===== src/rtl/fsg_pkg.sv =====
package fsg_pkg;

    // Number of frames in one multiframe; the 2-bit index depends on this.
    localparam int FRAMES_PER_MULTI = 4;
    localparam int FIDX_W           = $clog2(FRAMES_PER_MULTI);
    localparam int NUM_CH           = 2;

    typedef enum int {
        CH_FRAME = 0,
        CH_MULTI = 1
    } sync_ch_e;

    // Decoded timing for one output channel.
    typedef struct packed {
        logic level;   // square-wave level, uninverted
        logic strobe;  // boundary cycle for strobe mode
    } sync_timing_t;

endpackage


===== src/rtl/fsg_position_counter.sv =====
module fsg_position_counter
    import fsg_pkg::*;
#(
    parameter int CYCLES_PER_FRAME = 193,
    localparam int CW = (CYCLES_PER_FRAME > 1) ? $clog2(CYCLES_PER_FRAME) : 1
) (
    input  logic              clk,
    input  logic              rst_n,
    output logic [CW-1:0]     pos_o,
    output logic [FIDX_W-1:0] fidx_o
);

    localparam logic [CW-1:0] LAST = CW'(CYCLES_PER_FRAME - 1);

    typedef struct packed {
        logic [CW-1:0]     pos;
        logic [FIDX_W-1:0] fidx;
    } cnt_state_t;

    cnt_state_t st_d, st_q;

    always_comb begin
        st_d = st_q;
        if (st_q.pos == LAST) begin
            st_d.pos  = '0;
            st_d.fidx = st_q.fidx + FIDX_W'(1);
        end else begin
            st_d.pos = st_q.pos + CW'(1);
        end
    end

    always_ff @(posedge clk or negedge rst_n) begin
        if (!rst_n) begin
            st_q <= '0;
        end else begin
            st_q <= st_d;
        end
    end

    assign pos_o  = st_q.pos;
    assign fidx_o = st_q.fidx;

    // position wraps after the last cycle of a frame
    a_r6_pos_wrap: assert property (@(posedge clk) disable iff (!rst_n)
        (pos_o == LAST) |=> (pos_o == '0));

    // position steps by one inside a frame
    a_r6_pos_step: assert property (@(posedge clk) disable iff (!rst_n)
        (pos_o != LAST) |=> (pos_o == $past(pos_o) + CW'(1)));

    // frame index advances exactly at a frame wrap
    a_r7_fidx_step: assert property (@(posedge clk) disable iff (!rst_n)
        (pos_o == LAST) |=> (fidx_o == $past(fidx_o) + FIDX_W'(1)));

    a_r7_fidx_hold: assert property (@(posedge clk) disable iff (!rst_n)
        (pos_o != LAST) |=> $stable(fidx_o));

endmodule


===== src/rtl/fsg_sync_shaper.sv =====
module fsg_sync_shaper
    import fsg_pkg::*;
(
    input  logic         clk,
    input  logic         rst_n,
    input  logic         en_i,
    input  logic         pulse_i,
    input  logic         inv_i,
    input  sync_timing_t tim_i,
    output logic         sync_o
);

    typedef struct packed {
        logic sync;
    } shp_state_t;

    shp_state_t st_d, st_q;
    logic       raw;

    always_comb begin
        raw  = pulse_i ? ~tim_i.strobe : tim_i.level;
        st_d = st_q;
        if (en_i) begin
            st_d.sync = raw ^ inv_i;
        end else begin
            st_d.sync = 1'b0;
        end
    end

    always_ff @(posedge clk or negedge rst_n) begin
        if (!rst_n) begin
            st_q <= '0;
        end else begin
            st_q <= st_d;
        end
    end

    assign sync_o = st_q.sync;

    // a disabled channel is low after the next edge
    a_r1_disabled_low: assert property (@(posedge clk) disable iff (!rst_n)
        !en_i |=> !sync_o);

    // with steady strobe settings a low cycle is followed by high
    a_r3_pulse_one_cycle: assert property (@(posedge clk) disable iff (!rst_n)
        ($stable({en_i, pulse_i, inv_i}) && en_i && pulse_i && !inv_i && !sync_o)
        |=> sync_o);

endmodule


===== src/rtl/frame_sync_gen.sv =====
module frame_sync_gen
    import fsg_pkg::*;
#(
    parameter int CYCLES_PER_FRAME = 193
) (
    input  logic clk,
    input  logic rst_n,
    input  logic frm_en_i,
    input  logic frm_pulse_i,
    input  logic frm_inv_i,
    input  logic mf_en_i,
    input  logic mf_pulse_i,
    input  logic mf_inv_i,
    output logic frm_sync_o,
    output logic mf_sync_o
);

    localparam int CW   = (CYCLES_PER_FRAME > 1) ? $clog2(CYCLES_PER_FRAME) : 1;
    localparam int HALF = CYCLES_PER_FRAME / 2;
    localparam int MF_HALF = FRAMES_PER_MULTI / 2;

    logic [CW-1:0]       pos;
    logic [FIDX_W-1:0]   fidx;
    sync_timing_t        tim  [NUM_CH];
    logic [NUM_CH-1:0]   en_v, pulse_v, inv_v, sync_v;

    initial begin
        if (CYCLES_PER_FRAME < 2) begin
            $error("CYCLES_PER_FRAME must be at least 2");
        end
    end

    fsg_position_counter #(
        .CYCLES_PER_FRAME(CYCLES_PER_FRAME)
    ) u_counter (
        .clk    (clk),
        .rst_n  (rst_n),
        .pos_o  (pos),
        .fidx_o (fidx)
    );

    always_comb begin
        tim[CH_FRAME].level  = (pos < CW'(HALF));
        tim[CH_FRAME].strobe = (pos == '0);
        tim[CH_MULTI].level  = (fidx < FIDX_W'(MF_HALF));
        tim[CH_MULTI].strobe = (pos == '0) && (fidx == '0);
    end

    assign en_v    = {mf_en_i,    frm_en_i};
    assign pulse_v = {mf_pulse_i, frm_pulse_i};
    assign inv_v   = {mf_inv_i,   frm_inv_i};

    for (genvar g = 0; g < NUM_CH; g++) begin : g_ch
        fsg_sync_shaper u_shaper (
            .clk     (clk),
            .rst_n   (rst_n),
            .en_i    (en_v[g]),
            .pulse_i (pulse_v[g]),
            .inv_i   (inv_v[g]),
            .tim_i   (tim[g]),
            .sync_o  (sync_v[g])
        );
    end

    assign frm_sync_o = sync_v[CH_FRAME];
    assign mf_sync_o  = sync_v[CH_MULTI];

    // with both channels strobing uninverted, a multiframe low lines up with a frame low
    a_r7_mf_on_frame: assert property (@(posedge clk) disable iff (!rst_n)
        ($stable({frm_en_i, frm_pulse_i, frm_inv_i, mf_en_i, mf_pulse_i, mf_inv_i})
         && frm_en_i && frm_pulse_i && !frm_inv_i
         && mf_en_i && mf_pulse_i && !mf_inv_i && !mf_sync_o)
        |-> !frm_sync_o);

endmodule


===== config.mk =====
export PLATFORM = sky130hd
export DESIGN_NAME = frame_sync_gen
export DESIGN_NICKNAME = d
export VERILOG_FILES = /design/src/rtl/fsg_pkg.sv /design/src/rtl/fsg_position_counter.sv /design/src/rtl/fsg_sync_shaper.sv /design/src/rtl/frame_sync_gen.sv
export SDC_FILE = /design/constraint.sdc
export NUM_CORES = 1
export LEC_CHECK = 0
export ABC_AREA = 1
export ABC_CLOCK_PERIOD_IN_PS = 3000
export BUFFER_PORTS_ARGS = -buffer_cell sky130_fd_sc_hd__buf_2
export CAP_MARGIN = 20
export CORE_MARGIN = 2
export CORE_UTILIZATION = 23
export DETAILED_ROUTE_END_ITERATION = 10
export HOLD_SLACK_MARGIN = 0.15
export PLACE_DENSITY = 0.44
export SLEW_MARGIN = 30
export SYNTH_ARGS = -nofsm -noshare
export SYNTH_HDL_FRONTEND = slang
export SYNTH_SLANG_ARGS = --single-unit

===== constraint.sdc =====
create_clock -name clk -period 3 [get_ports clk]
set_clock_uncertainty 0.15 [all_clocks]
set_input_delay 0.6 -clock clk [delete_from_list [all_inputs] [get_ports clk]]
set_output_delay 0.6 -clock clk [all_outputs]
set_load 0.005 [all_outputs]

==> impl_metrics.ini, run 1 <==
[detailed_routing]
ant_nets = 0
drt_pre_antenna_iters = 3
vias = 490
drt_wl_total_um = 1145
via_per_inst = 4.016
drcViolationCount = 0
drtIter0Drc = 7
wl_per_cell_um = 9.385

[clock_network]
clock_path_buffers = 2
cts_made_buffers = 3
root_buffer = clkbuf_4
htreeDepth = 1
clk_latency_ns = 0.28
post_cts_buffers = 0
ctsResizeCount = 0
ctsHoldBuffers = 1
tritoncts = done
clkSinkCount = 12
clk_pin_slew_ns = 0.08

[worst_setup_path]
worst-path-stages = 1
critPathKind = reg2out
crit_arrival_ns = 0.76
critPathMaxStageDelay_ns = 0.36
startpoint = g_ch[1].u_shaper.sync_o$_DFF_PN0_
slowest_stage = dfrtp_1
critical_path.top_delay_family = flip-flops
reg2reg_depth = 7
worst_setup_path_end_kind = output pin
cp_max_fo = 1
timing.rr.start = u_counter.pos_o[0]$_DFF_PN0_
timing.critical_path.cells = buf_2
critPathRequiredTime_ns = 2.25
regToRegSetupSlack_ns = 1.57
worstSetupStartpointType = flip-flop
path_buf_inv = 1

[placement]
port_buffers = 9
gp_congestion = 0.7411
place_hpwl_um = 853.1
place_inst = 117
dpl_worst_slack_ns = 1.531

[floorplan]
rows = 18
die_x_um = 56.16
coreArea_mm2 = 0.002522
initial_core_util = 0.2480
die_y_um = 56.16
io_pins = 10
die-area_mm2 = 0.003153

[timing]
worstMarginPinSlew_ns = 0.2906
slew_viol_final = 0
slew_headroom = 0.8063
hold_viol_final = 0
fin_crit_ns = 1.510
period_share = 0.5033
report.final.setup_viol = 0
timing.fmax_mhz = 662.3
holdWs_ns = 0.3514
setup_tns_ns = 0
rsz0062_at_grt = no
fin_ws_ns = 1.490

[power_and_ir_drop]
power.leakage_nw = 0.4056
powerDensity_mw_per_mm2 = 408.4
peakVddDrop_mv = 0.3137

[finish]
fin_nets = 104
fin_cells = 122
final_core_util = 0.2991
layout-drive-gt1-share = 0.2174
synthToLayoutAreaGrowth_pct = 20.60
diodes = 0
final_cell_mix = 16 x inv_1, 14 x nand2_1, 12 x dfrtp_1
final_common_cell = inv_1

[min_path]
min_from = u_counter.pos_o[0]$_DFF_PN0_
hp-class = reg2reg
min_path_cells = 1

[global_route]
antenna_found_initial = 0
grt_pass1_vias = 478
grt_max_degree = 13
grt_use_total = 0.08365
grt_pass1_wl_um = 1987
gr-total-overflow = 0

[synthesis]
synth_area_per_cell_um2 = 8.021
synthCells = 78
synthDistinctLibCells = 15
synth_seq_cells = 12
syn_area_um2 = 625.6
synth_seq_area_share = 0.4800
syn_nets = 89
yosysWarnings = 0

[run_status]
outcome = finished, final reports clean

[flow_run]
drv_cap = 0
-- path summary, 6_finish.rpt --
path	to
worst max-delay path	mf_sync_o
max in group asynchronous	u_counter.pos_o[7]$_DFF_PN0_
worst max register to register	g_ch[1].u_shaper.sync_o$_DFF_PN0_
worst min-delay path	u_counter.pos_o[0]$_DFF_PN0_
min in group asynchronous	g_ch[1].u_shaper.sync_o$_DFF_PN0_
worst min register to register	u_counter.pos_o[0]$_DFF_PN0_
-- through the flow --
stage,instance area [um^2],power (mW)
after global routing,754.5,0.3247
final,754.5,0.3081
after floorplan,625.6,0.1693
after CTS,754.5,0.3142
after detailed placement,708.2,0.1793
after global placement,708.2,0.1790
-- cell usage after synthesis --
cell,number,area [um^2]
inv_2,1,3.750
o21ai_0,3,15.01
or2_2,1,6.260
dfrtp_1,12,300.3
xor2_1,3,26.28
a21oi_1,4,20.02
nand3_1,6,30.03
nor2_2,2,12.51
nand2_2,2,12.51
nand2_1,14,52.55
nor3_1,1,5.000
nand3_2,1,10.01
ha_1,3,37.54
inv_1,16,60.06
nor2_1,9,33.78
-- layout make-up --
class	instances	area, um^2
repair buffers	10	55.05
multi-input cells	49	261.5
inverters	17	63.81
flip-flops and latches	12	300.3
well taps	30	37.54
clock buffers	4	36.28
fillers	292	1768
-- per-layer routing --
metal | GRT usage | wire (um) | vias up
li1 | - | - | 263
met3 | 0.04186 | 53 | 4
met5 | 0 | 0 | -
met4 | 0.04082 | 24 | 0
met2 | 0.1345 | 554 | 5
met1 | 0.09078 | 512 | 218
-- cells by family after synthesis --
kind of cell,count (synthesis),synth area share
and+or+nand+nor,36,0.2600
adders and majority gates,3,0.06001
AOI/OAI and AO/OA,7,0.05599
buffers and inverters,17,0.1020
DFF,12,0.4800
xor gates and xnor gates,3,0.04201
-- state kept, by name, indices dropped and copies added (netlist names) --
name	count
u_counter.fidx_o	2
g_ch.u_shaper.sync_o	2
u_counter.pos_o	8
-- power by group --
part           switching, mW  internal, mW
logic                0.00720       0.00623
clock network         0.0576        0.0740
registers           0.000242         0.163
total                 0.0650         0.243
No activity file was read; power rests on OpenSTA's default activity.
==> inputs of run 2 (changes only) <==
Settings changed: ABC_CLOCK_PERIOD_IN_PS 3000 to 1300, PLACE_DENSITY 0.44 to 0.46.
Clock period 3 ns to 1.3 ns, I/O delays scaled along.
==> impl_metrics.ini, run 2 (synthesis results as in run 1) <==
[placement]
place_hpwl_um = 869.1
port_buffers = 9
gp_congestion = 0.7217

[floorplan]
io_pins = 10
die-area_mm2 = 0.003153
die_x_um = 56.16
initial_core_util = 0.2480
coreArea_mm2 = 0.002522
die_y_um = 56.16
rows = 18

[power_and_ir_drop]
powerDensity_mw_per_mm2 = 744.6
p_total_mw = 0.6541
power.leakage_nw = 0.4634
peakVddDrop_mv = 0.4187

[worst_setup_path]
crit_arrival_ns = 1.40
worst_setup_path_end_kind = flip-flop
critPathRequiredTime_ns = 1.31
reg2reg_depth = 7
critPathKind = reg2reg
regToRegSetupSlack_ns = -0.09
cp_max_fo = 3
worstSetupStartpointType = flip-flop

[global_route]
gr-total-overflow = 0
grt_pass1_vias = 557
grt_use_total = 0.09235
grt_max_degree = 13
antenna_found_initial = 0
grt_pass1_wl_um = 2249

[finish]
regArea_um2 = 300.3
diodes = 0
final_cell_mix = 16 x inv_1, 13 x nand2_1, 12 x dfrtp_1
synthToLayoutAreaGrowth_pct = 40.40
largest_reg_flops = 8
multi_input_area_um2 = 319.1
layout-drive-gt1-share = 0.3700
fillers = 282
final_common_cell = inv_1
fin_nets = 113

[clock_network]
tritoncts = done
cts_made_buffers = 3
root_buffer = clkbuf_4
clock_path_buffers = 2
clk_latency_ns = 0.27
htreeDepth = 1
clkSinkCount = 12
clk_pin_slew_ns = 0.08

[timing]
slew_viol_final = 0
timing.fmax_mhz = 718.2
worstMarginPinSlew_ns = 0.2957
fin_crit_ns = 1.392
rsz0062_at_grt = yes
holdWs_ns = 0.2215
hold_viol_final = 0
fin_ws_ns = -0.09238
report.final.setup_viol = 9
slew_headroom = 0.8029
period_share = 1.071

[run_status]
outcome = finished, violations left
violations = negative setup slack

[detailed_routing]
drt_pre_antenna_iters = 2
drcViolationCount = 0
wl_per_cell_um = 9.354
ant_nets = 0
vias = 552
via_per_inst = 4.246
drtIter0Drc = 1
drt_wl_total_um = 1216

[flow_run]
drv_cap = 0

[min_path]
min_path_cells = 4
hp-class = in2reg
## run 2: cell types whose count changed in the layout (fill, tap and decap cells not counted), sizes merged
cell / previous run / this run
buf: 9 / 14
dlygate4sd3: 1 / 5
clkbuf: 4 / 3
## run 2: what timing repair did
item	4_1_cts	5_1_grt
hold buffers	5	0
endpoints found under the setup margin	9	11
pin swaps	5	8
resized for setup	3	16
endpoints found under the hold margin	14	0
buffers inserted	1	0
## run 2: layout make-up
class	count	area share
multi-input combinational	49	0.3632
timing repair buffer	19	0.1510
tap	30	0.04274
clock buffer	3	0.02564
inverter	17	0.07550
sequential	12	0.3419
## run 2: layer usage
layer | GRT usage | up-vias | share of wire
met5 | 0 | - | 0
met1 | 0.1065 | 268 | 0.45
met2 | 0.1479 | 4 | 0.51
li1 | - | 278 | -
met3 | 0.03256 | 2 | 0.033
met4 | 0.05102 | 0 | 0.0066
## run 2: path summary, 6_finish.rpt
kind,from,endpoint
worst max-delay path,u_counter.pos_o[1]$_DFF_PN0_,g_ch[0].u_shaper.sync_o$_DFF_PN0_
worst min-delay path,frm_pulse_i,g_ch[0].u_shaper.sync_o$_DFF_PN0_
worst max register to register,u_counter.pos_o[1]$_DFF_PN0_,g_ch[0].u_shaper.sync_o$_DFF_PN0_
worst min register to register,u_counter.pos_o[3]$_DFF_PN0_,u_counter.pos_o[3]$_DFF_PN0_
max in group asynchronous,rst_n,g_ch[1].u_shaper.sync_o$_DFF_PN0_
min in group asynchronous,rst_n,u_counter.pos_o[1]$_DFF_PN0_
## run 2: critical path: stages, from the launching register on
cell and delay (ns):
dfrtp_1 0.40, inv_1 0.06, ha_2 0.16, nand2_2 0.06
nor2_4 0.14, nand3_2 0.12, a21oi_2 0.13, nor2_1 0.05
## run 2: where the power goes
part | internal [mW] | leakage, nW | switching, mW
Sequential | 0.376 | 0.151 | 0.000543
Combinational | 0.0227 | 0.299 | 0.0196
Clock | 0.107 | 0.0138 | 0.128
Total | 0.506 | 0.463 | 0.148
## run 2: per-stage QoR
step	cells	setup TNS [ns]	util	area (um^2)	setup WS (ns)
finish	130	-0.4256	0.3482	878.3	-0.09238
global placement	121	-0.2619	0.2927	738.2	-0.06808
CTS	130	-0.4995	0.3284	828.3	-0.09048
detailed placement	121	-0.5252	0.2927	738.2	-0.08365
floorplan	78	0	-	625.6	0.0005522
global route	130	-1.264	0.3482	878.3	-0.1775
